File: src/rtl/sb_pkg.sv
package sb_pkg;

    typedef enum logic [1:0] {
        SB_EMPTY = 2'd0,
        SB_FILL  = 2'd1,
        SB_HOLD  = 2'd2
    } sb_state_e;

endpackage

File: src/rtl/sb_slot.sv
module sb_slot #(
    parameter int ADDR_W = 16,
    parameter int DATA_W = 32
) (
    input  logic              clk,
    input  logic              rst_n,
    input  logic              clear,
    input  logic              load,
    input  logic [ADDR_W-1:0] load_tag,
    input  logic              take,
    input  logic              rsp_valid,
    input  logic [ADDR_W-1:0] rsp_addr,
    input  logic [DATA_W-1:0] rsp_data,
    output logic              used,
    output logic              ready,
    output logic [ADDR_W-1:0] tag,
    output logic [DATA_W-1:0] data
);

    logic fill_match;
    assign fill_match = rsp_valid && used && !ready && (tag == rsp_addr);

    always_ff @(posedge clk) begin
        if (!rst_n) begin
            used  <= 1'b0;
            ready <= 1'b0;
            tag   <= '0;
            data  <= '0;
        end else if (clear) begin
            used  <= 1'b0;
            ready <= 1'b0;
        end else if (load) begin
            used  <= 1'b1;
            ready <= 1'b0;
            tag   <= load_tag;
        end else if (take) begin
            used  <= 1'b0;
            ready <= 1'b0;
        end else if (fill_match) begin
            ready <= 1'b1;
            data  <= rsp_data;
        end
    end

endmodule

File: src/rtl/sb_slot_ring.sv
module sb_slot_ring #(
    parameter int ADDR_W = 16,
    parameter int DATA_W = 32,
    parameter int DEPTH  = 4,
    localparam int PTR_W = (DEPTH > 1) ? $clog2(DEPTH) : 1,
    localparam int CNT_W = $clog2(DEPTH + 1)
) (
    input  logic              clk,
    input  logic              rst_n,
    input  logic              flush,
    input  logic              alloc,
    input  logic [ADDR_W-1:0] alloc_tag,
    input  logic              pop,
    input  logic              rsp_valid,
    input  logic [ADDR_W-1:0] rsp_addr,
    input  logic [DATA_W-1:0] rsp_data,
    output logic              head_used,
    output logic              head_ready,
    output logic [ADDR_W-1:0] head_tag,
    output logic [DATA_W-1:0] head_data,
    output logic [CNT_W-1:0]  occ
);

    localparam int SUM_W = CNT_W + 1;

    logic [PTR_W-1:0] hd_q;
    logic [CNT_W-1:0] cnt_q;
    logic [SUM_W-1:0] tail_sum;
    logic [PTR_W-1:0] tail_idx;

    logic              s_used  [DEPTH];
    logic              s_ready [DEPTH];
    logic [ADDR_W-1:0] s_tag   [DEPTH];
    logic [DATA_W-1:0] s_data  [DEPTH];

    assign tail_sum = SUM_W'(hd_q) + SUM_W'(cnt_q);
    assign tail_idx = (tail_sum >= SUM_W'(DEPTH)) ? PTR_W'(tail_sum - SUM_W'(DEPTH))
                                                  : PTR_W'(tail_sum);

    for (genvar g = 0; g < DEPTH; g++) begin : g_slot
        sb_slot #(.ADDR_W(ADDR_W), .DATA_W(DATA_W)) u_slot (
            .clk      (clk),
            .rst_n    (rst_n),
            .clear    (flush),
            .load     (alloc && (tail_idx == PTR_W'(g))),
            .load_tag (alloc_tag),
            .take     (pop && (hd_q == PTR_W'(g))),
            .rsp_valid(rsp_valid),
            .rsp_addr (rsp_addr),
            .rsp_data (rsp_data),
            .used     (s_used[g]),
            .ready    (s_ready[g]),
            .tag      (s_tag[g]),
            .data     (s_data[g])
        );
    end

    always_ff @(posedge clk) begin
        if (!rst_n || flush) begin
            hd_q  <= '0;
            cnt_q <= '0;
        end else begin
            if (pop) begin
                hd_q <= (hd_q == PTR_W'(DEPTH - 1)) ? '0 : hd_q + 1'b1;
            end
            cnt_q <= cnt_q + CNT_W'(alloc) - CNT_W'(pop);
        end
    end

    assign head_used  = s_used[hd_q];
    assign head_ready = s_ready[hd_q];
    assign head_tag   = s_tag[hd_q];
    assign head_data  = s_data[hd_q];
    assign occ        = cnt_q;

endmodule

File: src/rtl/sb_req_gen.sv
module sb_req_gen #(
    parameter int ADDR_W = 16
) (
    input  logic              clk,
    input  logic              rst_n,
    input  logic              restart,
    input  logic [ADDR_W-1:0] restart_addr,
    input  logic              enable,
    input  logic              room,
    input  logic              req_ready,
    output logic              req_valid,
    output logic [ADDR_W-1:0] req_addr,
    output logic              fire
);

    logic [ADDR_W-1:0] next_q;

    assign req_valid = enable && room;
    assign req_addr  = next_q;
    assign fire      = req_valid && req_ready;

    always_ff @(posedge clk) begin
        if (!rst_n) begin
            next_q <= '0;
        end else if (restart) begin
            next_q <= restart_addr + 1'b1;
        end else if (fire) begin
            next_q <= next_q + 1'b1;
        end
    end

endmodule

File: src/rtl/seq_stream_prefetch.sv
module seq_stream_prefetch #(
    parameter int ADDR_W = 16,
    parameter int DATA_W = 32,
    parameter int DEPTH  = 4
) (
    input  logic              clk,
    input  logic              rst_n,
    input  logic              lk_valid,
    input  logic [ADDR_W-1:0] lk_addr,
    output logic              lk_done,
    output logic              lk_hit,
    output logic [DATA_W-1:0] lk_data,
    output logic              req_valid,
    output logic [ADDR_W-1:0] req_addr,
    input  logic              req_ready,
    input  logic              rsp_valid,
    input  logic [ADDR_W-1:0] rsp_addr,
    input  logic [DATA_W-1:0] rsp_data
);
    import sb_pkg::*;

    localparam int CNT_W = $clog2(DEPTH + 1);

    sb_state_e         state_q, state_d;
    logic              flush, pop, fire, room, enable;
    logic              head_used, head_ready, head_match;
    logic [ADDR_W-1:0] head_tag;
    logic [DATA_W-1:0] head_data;
    logic [CNT_W-1:0]  occ_cnt;

    assign head_match = head_used && (head_tag == lk_addr);
    assign room       = occ_cnt < CNT_W'(DEPTH);
    assign enable     = (state_q != SB_EMPTY) && !flush;

    always_ff @(posedge clk) begin
        if (!rst_n) state_q <= SB_EMPTY;
        else        state_q <= state_d;
    end

    always_comb begin
        state_d = state_q;
        unique case (state_q)
            SB_EMPTY: if (lk_valid) state_d = SB_FILL;
            SB_FILL:  if (lk_valid && head_match && !head_ready) state_d = SB_HOLD;
            SB_HOLD:  if (lk_valid && head_ready) state_d = SB_FILL;
            default:  state_d = SB_EMPTY;
        endcase
    end

    always_comb begin
        lk_done = 1'b0;
        lk_hit  = 1'b0;
        flush   = 1'b0;
        pop     = 1'b0;
        unique case (state_q)
            SB_EMPTY: begin
                if (lk_valid) begin
                    lk_done = 1'b1;
                    flush   = 1'b1;
                end
            end
            SB_FILL: begin
                if (lk_valid && head_match && head_ready) begin
                    lk_done = 1'b1;
                    lk_hit  = 1'b1;
                    pop     = 1'b1;
                end else if (lk_valid && !head_match) begin
                    lk_done = 1'b1;
                    flush   = 1'b1;
                end
            end
            SB_HOLD: begin
                if (lk_valid && head_ready) begin
                    lk_done = 1'b1;
                    lk_hit  = 1'b1;
                    pop     = 1'b1;
                end
            end
            default: begin
                lk_done = 1'b0;
            end
        endcase
    end

    assign lk_data = head_data;

    sb_req_gen #(.ADDR_W(ADDR_W)) u_req (
        .clk         (clk),
        .rst_n       (rst_n),
        .restart     (flush),
        .restart_addr(lk_addr),
        .enable      (enable),
        .room        (room),
        .req_ready   (req_ready),
        .req_valid   (req_valid),
        .req_addr    (req_addr),
        .fire        (fire)
    );

    sb_slot_ring #(.ADDR_W(ADDR_W), .DATA_W(DATA_W), .DEPTH(DEPTH)) u_ring (
        .clk       (clk),
        .rst_n     (rst_n),
        .flush     (flush),
        .alloc     (fire),
        .alloc_tag (req_addr),
        .pop       (pop),
        .rsp_valid (rsp_valid),
        .rsp_addr  (rsp_addr),
        .rsp_data  (rsp_data),
        .head_used (head_used),
        .head_ready(head_ready),
        .head_tag  (head_tag),
        .head_data (head_data),
        .occ       (occ_cnt)
    );

endmodule

File: config.mk
export PLATFORM = sky130hd
export DESIGN_NAME = seq_stream_prefetch
export DESIGN_NICKNAME = d
export VERILOG_FILES = /design/src/rtl/sb_pkg.sv /design/src/rtl/sb_slot.sv /design/src/rtl/sb_slot_ring.sv /design/src/rtl/sb_req_gen.sv /design/src/rtl/seq_stream_prefetch.sv
export SDC_FILE = /design/constraint.sdc
export NUM_CORES = 1
export LEC_CHECK = 0
export ABC_CLOCK_PERIOD_IN_PS = 10100
export BUFFER_PORTS_ARGS = -buffer_cell sky130_fd_sc_hd__clkbuf_2
export CORE_ASPECT_RATIO = 0.75
export CORE_MARGIN = 5
export CORE_UTILIZATION = 59
export CTS_CLUSTER_DIAMETER = 200
export DETAILED_ROUTE_END_ITERATION = 16
export MAX_ROUTING_LAYER = met4
export PLACE_DENSITY = 0.8
export SLEW_MARGIN = 0
export SYNTH_ARGS = -nofsm -noshare
export SYNTH_HDL_FRONTEND = slang
export SYNTH_HIERARCHICAL = 1
export SYNTH_SLANG_ARGS = --single-unit
File: constraint.sdc
create_clock -name clk -period 10.1 [get_ports clk]
set_input_delay 3.03 -clock clk [delete_from_list [all_inputs] [get_ports clk]]
set_output_delay 3.03 -clock clk [all_outputs]
set_load 0.02 [all_outputs]
==> impl_metrics.yaml <==
timing:
  fmax_ghz: 0.127
  tns_ps: 0
  setup_violations: 0
  slew-limit-headroom_pct: 31.6
  min_period_ps: 7870
  finalCritPeriodShare_pct: 78.0
  worst_clock_skew_ps: 12.4
  grt_setup_unrepaired: "no"
  maxSlewViolCount: 0
  tightest_slew_ps: 1030
  hold_viol_final: 0
clock_tree:
  worstSkewPairLatency_ps: 500
  htree_num_levels: 1
  post_cts_buffers: 0
  cts.sinks: 223
  ctsRootBufferMaster: "clkbuf_16"
  cts_tree: "done"
  clockBufferDepth: 3
  clk_pin_slew_ps: 60
  cts_hold_repair.buffers: 0
  numCtsBuffers: 22
  cts_resized: 0
setup_path:
  critPathMaxFanout: 9
  cp-end-kind: "output port"
  reg2reg_depth: 16
  reg2reg_setup_slack_ps: 4220
  cpMostUsedCell: "clkbuf_2"
  timing.rr.start: "u_ring/hd_q[0]$_SDFFE_PP0P_"
  r2r_end: "u_ring/g_slot[2].u_slot/tag[9]$_SDFFE_PN0P_"
  crit_buf_inv: 2
  crit_type: "in -> out"
  path_delay_family: "simple AND/OR/NAND/NOR gates"
  worstPathArrival_ps: 4840
  crit_slowest_cell: "nor4_2"
  cp-start-kind: "input pin"
  path_cells: "clkbuf_2 > xor2_1 > nor4_2 > and2_2 > a31oi_1 > nor2_1 > clkbuf_2"
  cpPeakStageDelay_ps: 430
  crit_required_ps: 7070
synthesis:
  synth_xor_area_share_pct: 7.46
  synth-edff-count: 0
  avgSynthCellArea_um2: 9.29
  ys_types: 67
  synthSimpleGateAreaFrac_pct: 20.7
  synthMuxAreaShare_pct: 21.2
  synthFlopType: "dfxtp_1"
  synth_top_family_by_area: "multiplexers"
  ys_seq_elements: 223
  yosysSeqAreaShare_pct: 37.3
  yosys.area_share.adder_pct: 1.53
  synthesis.area_um2: 12000
  yosysWarnings: 6
  syn_inst: 1288
  synth_nets: 1371
  synth_compound_area_share_pct: 7.25
  synth-async-reset-ratio_pct: 0
hold_path:
  holdPathStages: 2
  hold_path_class: "reg -> reg"
  hold_start: "u_ring/g_slot[2].u_slot/data[17]$_SDFFE_PN0P_"
  hold_path_end: "u_ring/g_slot[2].u_slot/data[17]$_SDFFE_PN0P_"
global_routing:
  track_usage_pct: 26.5
  grt_pass1_wl_um: 49000
  antenna_found_initial: 2
  grt_pass1_vias: 9089
  gr-total-overflow: 0
  grt_max_degree: 127
power:
  vdd_drop_max_uv: 109
  intPower_w: 0.00153
  powerDensity_nw_per_um2: 163
  power.total_w: 0.00216
  switching_power_w: 0.000630
  pwr-share-clk_pct: 38.8
  seq_power_share_pct: 44.4
  p_leak_nw: 4.74
  swShare_pct: 29.2
  comb_power_share_pct: 16.7
routing:
  viasPerCell: 5.78
  dr_total_vias: 9455
  wl_um: 30700
  drt_iter0_markers: 998
  wire_per_inst_um: 18.7
  drc: 0
  drtAntennaViolNets: 0
  first_pass_iters: 5
die:
  die_y_um: 133
  num_rows: 45
  initial_core_util_pct: 59.5
  ios: 120
  coreArea_um2: 20100
  die_x_um: 174
  dieArea_um2: 23300
final_layout:
  drive_gt1_share_pct: 18.6
  fillers: 1603
  layout.nets: 1443
  area_growth_pct: 10.9
placement:
  hpwl_um: 21000
  port_buffers: 119
  gp_congestion: 0.977
outcome:
  status: "complete, no violations"
flow_run:
  drv_cap: 0
worst reg2reg max path, cell delays in order, from the launching register on:
cell      delay [ps]
dfxtp_4          690
buf_4            640
mux4_2           660
xnor2_1          300
nand4_1          230
nor3_2           350
a21boi_1         180
a21oi_1          160
and2_1           150
nand2_1          270
inv_1            480
nand2b_1         150
nor2_1           340
nor2b_1          640
buf_4            310
nand2_1           80
a21boi_0         180
layer usage:
| layer | share of wire [%] | routed length (µm) | global-route usage [%] |
|---|---|---|---|
| met5 | 0 | 0 | - |
| met3 | 8.5 | 2600 | 5.84 |
| met4 | 2.0 | 624 | 5.76 |
| met1 | 46 | 14200 | 38.2 |
| met2 | 43 | 13300 | 38.4 |
stage by stage:
stage	setup slack (ps)	std cells	utilization (%)	hold WS, ps	cell area [µm²]
after floorplan	2550	1288	-	432	12000
after global placement	2340	1594	62.3	439	12500
after detailed placement	2260	1594	62.3	447	12500
after CTS	2260	1634	66.0	457	13300
after global routing	2080	1636	66.0	471	13300
final	2230	1636	66.0	455	13300
power groups by stage:
stage               Combinational [W]  Sequential, W  Clock, W
floorplan                    0.000229       0.000977         0
global route                 0.000391       0.000964  0.000895
finish                       0.000362       0.000960  0.000839
global placement             0.000347       0.000978         0
detailed placement           0.000351       0.000979         0
CTS                          0.000354       0.000959  0.000857
cells by family (layout without fill, tap and decap cells):
group / after synthesis / in the layout
muxes: 190 / 190
other: 0 / 2
AOI/OAI and AO/OA: 117 / 117
xor gates and xnor gates: 97 / 97
buffers and inverters: 102 / 190
adders and majority gates: 14 / 14
and+or+nand+nor: 545 / 545
DFF: 223 / 223
flip-flops by register name, indices dropped and copies added (netlist names):
name / count
u_ring/g_slot.u_slot/ready: 4
u_ring/occ: 3
u_ring/g_slot.u_slot/used: 4
u_req/req_addr: 16
u_ring/g_slot.u_slot/tag: 64
state_q: 2
u_ring/g_slot.u_slot/data: 128
u_ring/hd_q: 2
how the worst max path moves through the flow:
| stage | to | slack (ps) | from | cells after the start |
|---|---|---|---|---|
| 2_1_floorplan | lk_done | 2550 | lk_addr[4] | 5 |
| 3_3_place_gp | lk_hit | 2340 | lk_addr[13] | 7 |
| 3_5_place_dp | lk_hit | 2260 | lk_addr[3] | 7 |
| 4_1_cts | lk_hit | 2260 | lk_addr[3] | 7 |
| 5_1_grt | lk_hit | 2080 | lk_addr[3] | 7 |
| 6_report | lk_hit | 2230 | lk_addr[13] | 7 |
cell usage in the layout (no fill, tap or decap), drive strengths merged, types with 7 or more instances in the layout:
cell	n
xor2	42
buf	12
nand2	412
or3	9
nand2b	10
inv	18
clkinv	8
nand3	22
o21a	7
nor2	19
xnor2	52
a21oi	11
nor3	12
ha	13
clkbuf	149
mux4	50
mux2i	134
dfxtp	223
nand4	10
nor4	18
a21boi	65
final cells by class:
type / instances / area (µm²) / share of cell area [%]
diodes: 2 / 5.00 / 0.0377
repair buffers: 130 / 688 / 5.19
well taps: 258 / 323 / 2.43
clock inverters: 9 / 97.6 / 0.736
flip-flops and latches: 223 / 4470 / 33.7
clock buffers: 31 / 646 / 4.87
multi-input cells: 963 / 6960 / 52.5
inverters: 20 / 75.1 / 0.566
cells in the mapped netlist, types with 5 or more instances:
cell type,instances,area (µm²)
a211oi_1,5,37.5
xnor2_1,52,455
nor2_1,19,71.3
mux4_2,50,1130
and2_1,5,31.3
inv_1,18,67.6
a21oi_1,11,55.1
a21boi_0,64,480
o21a_1,7,52.6
nor4_1,10,62.6
dfxtp_1,223,4460
nand3_1,20,100
buf_6,19,214
mux2_2,6,67.6
nand2b_1,10,62.6
xor2_1,42,368
nor4_4,5,106
nand4_1,10,62.6
or3_1,5,31.3
buf_2,7,35.0
o211ai_1,5,37.5
o21ai_0,5,25.0
clkbuf_1,54,203
mux2i_1,134,1340
nor4b_1,5,43.8
ha_1,13,163
nand2_1,408,1530
nor3_1,11,55.1
No activity file was read; power rests on OpenSTA's default activity.
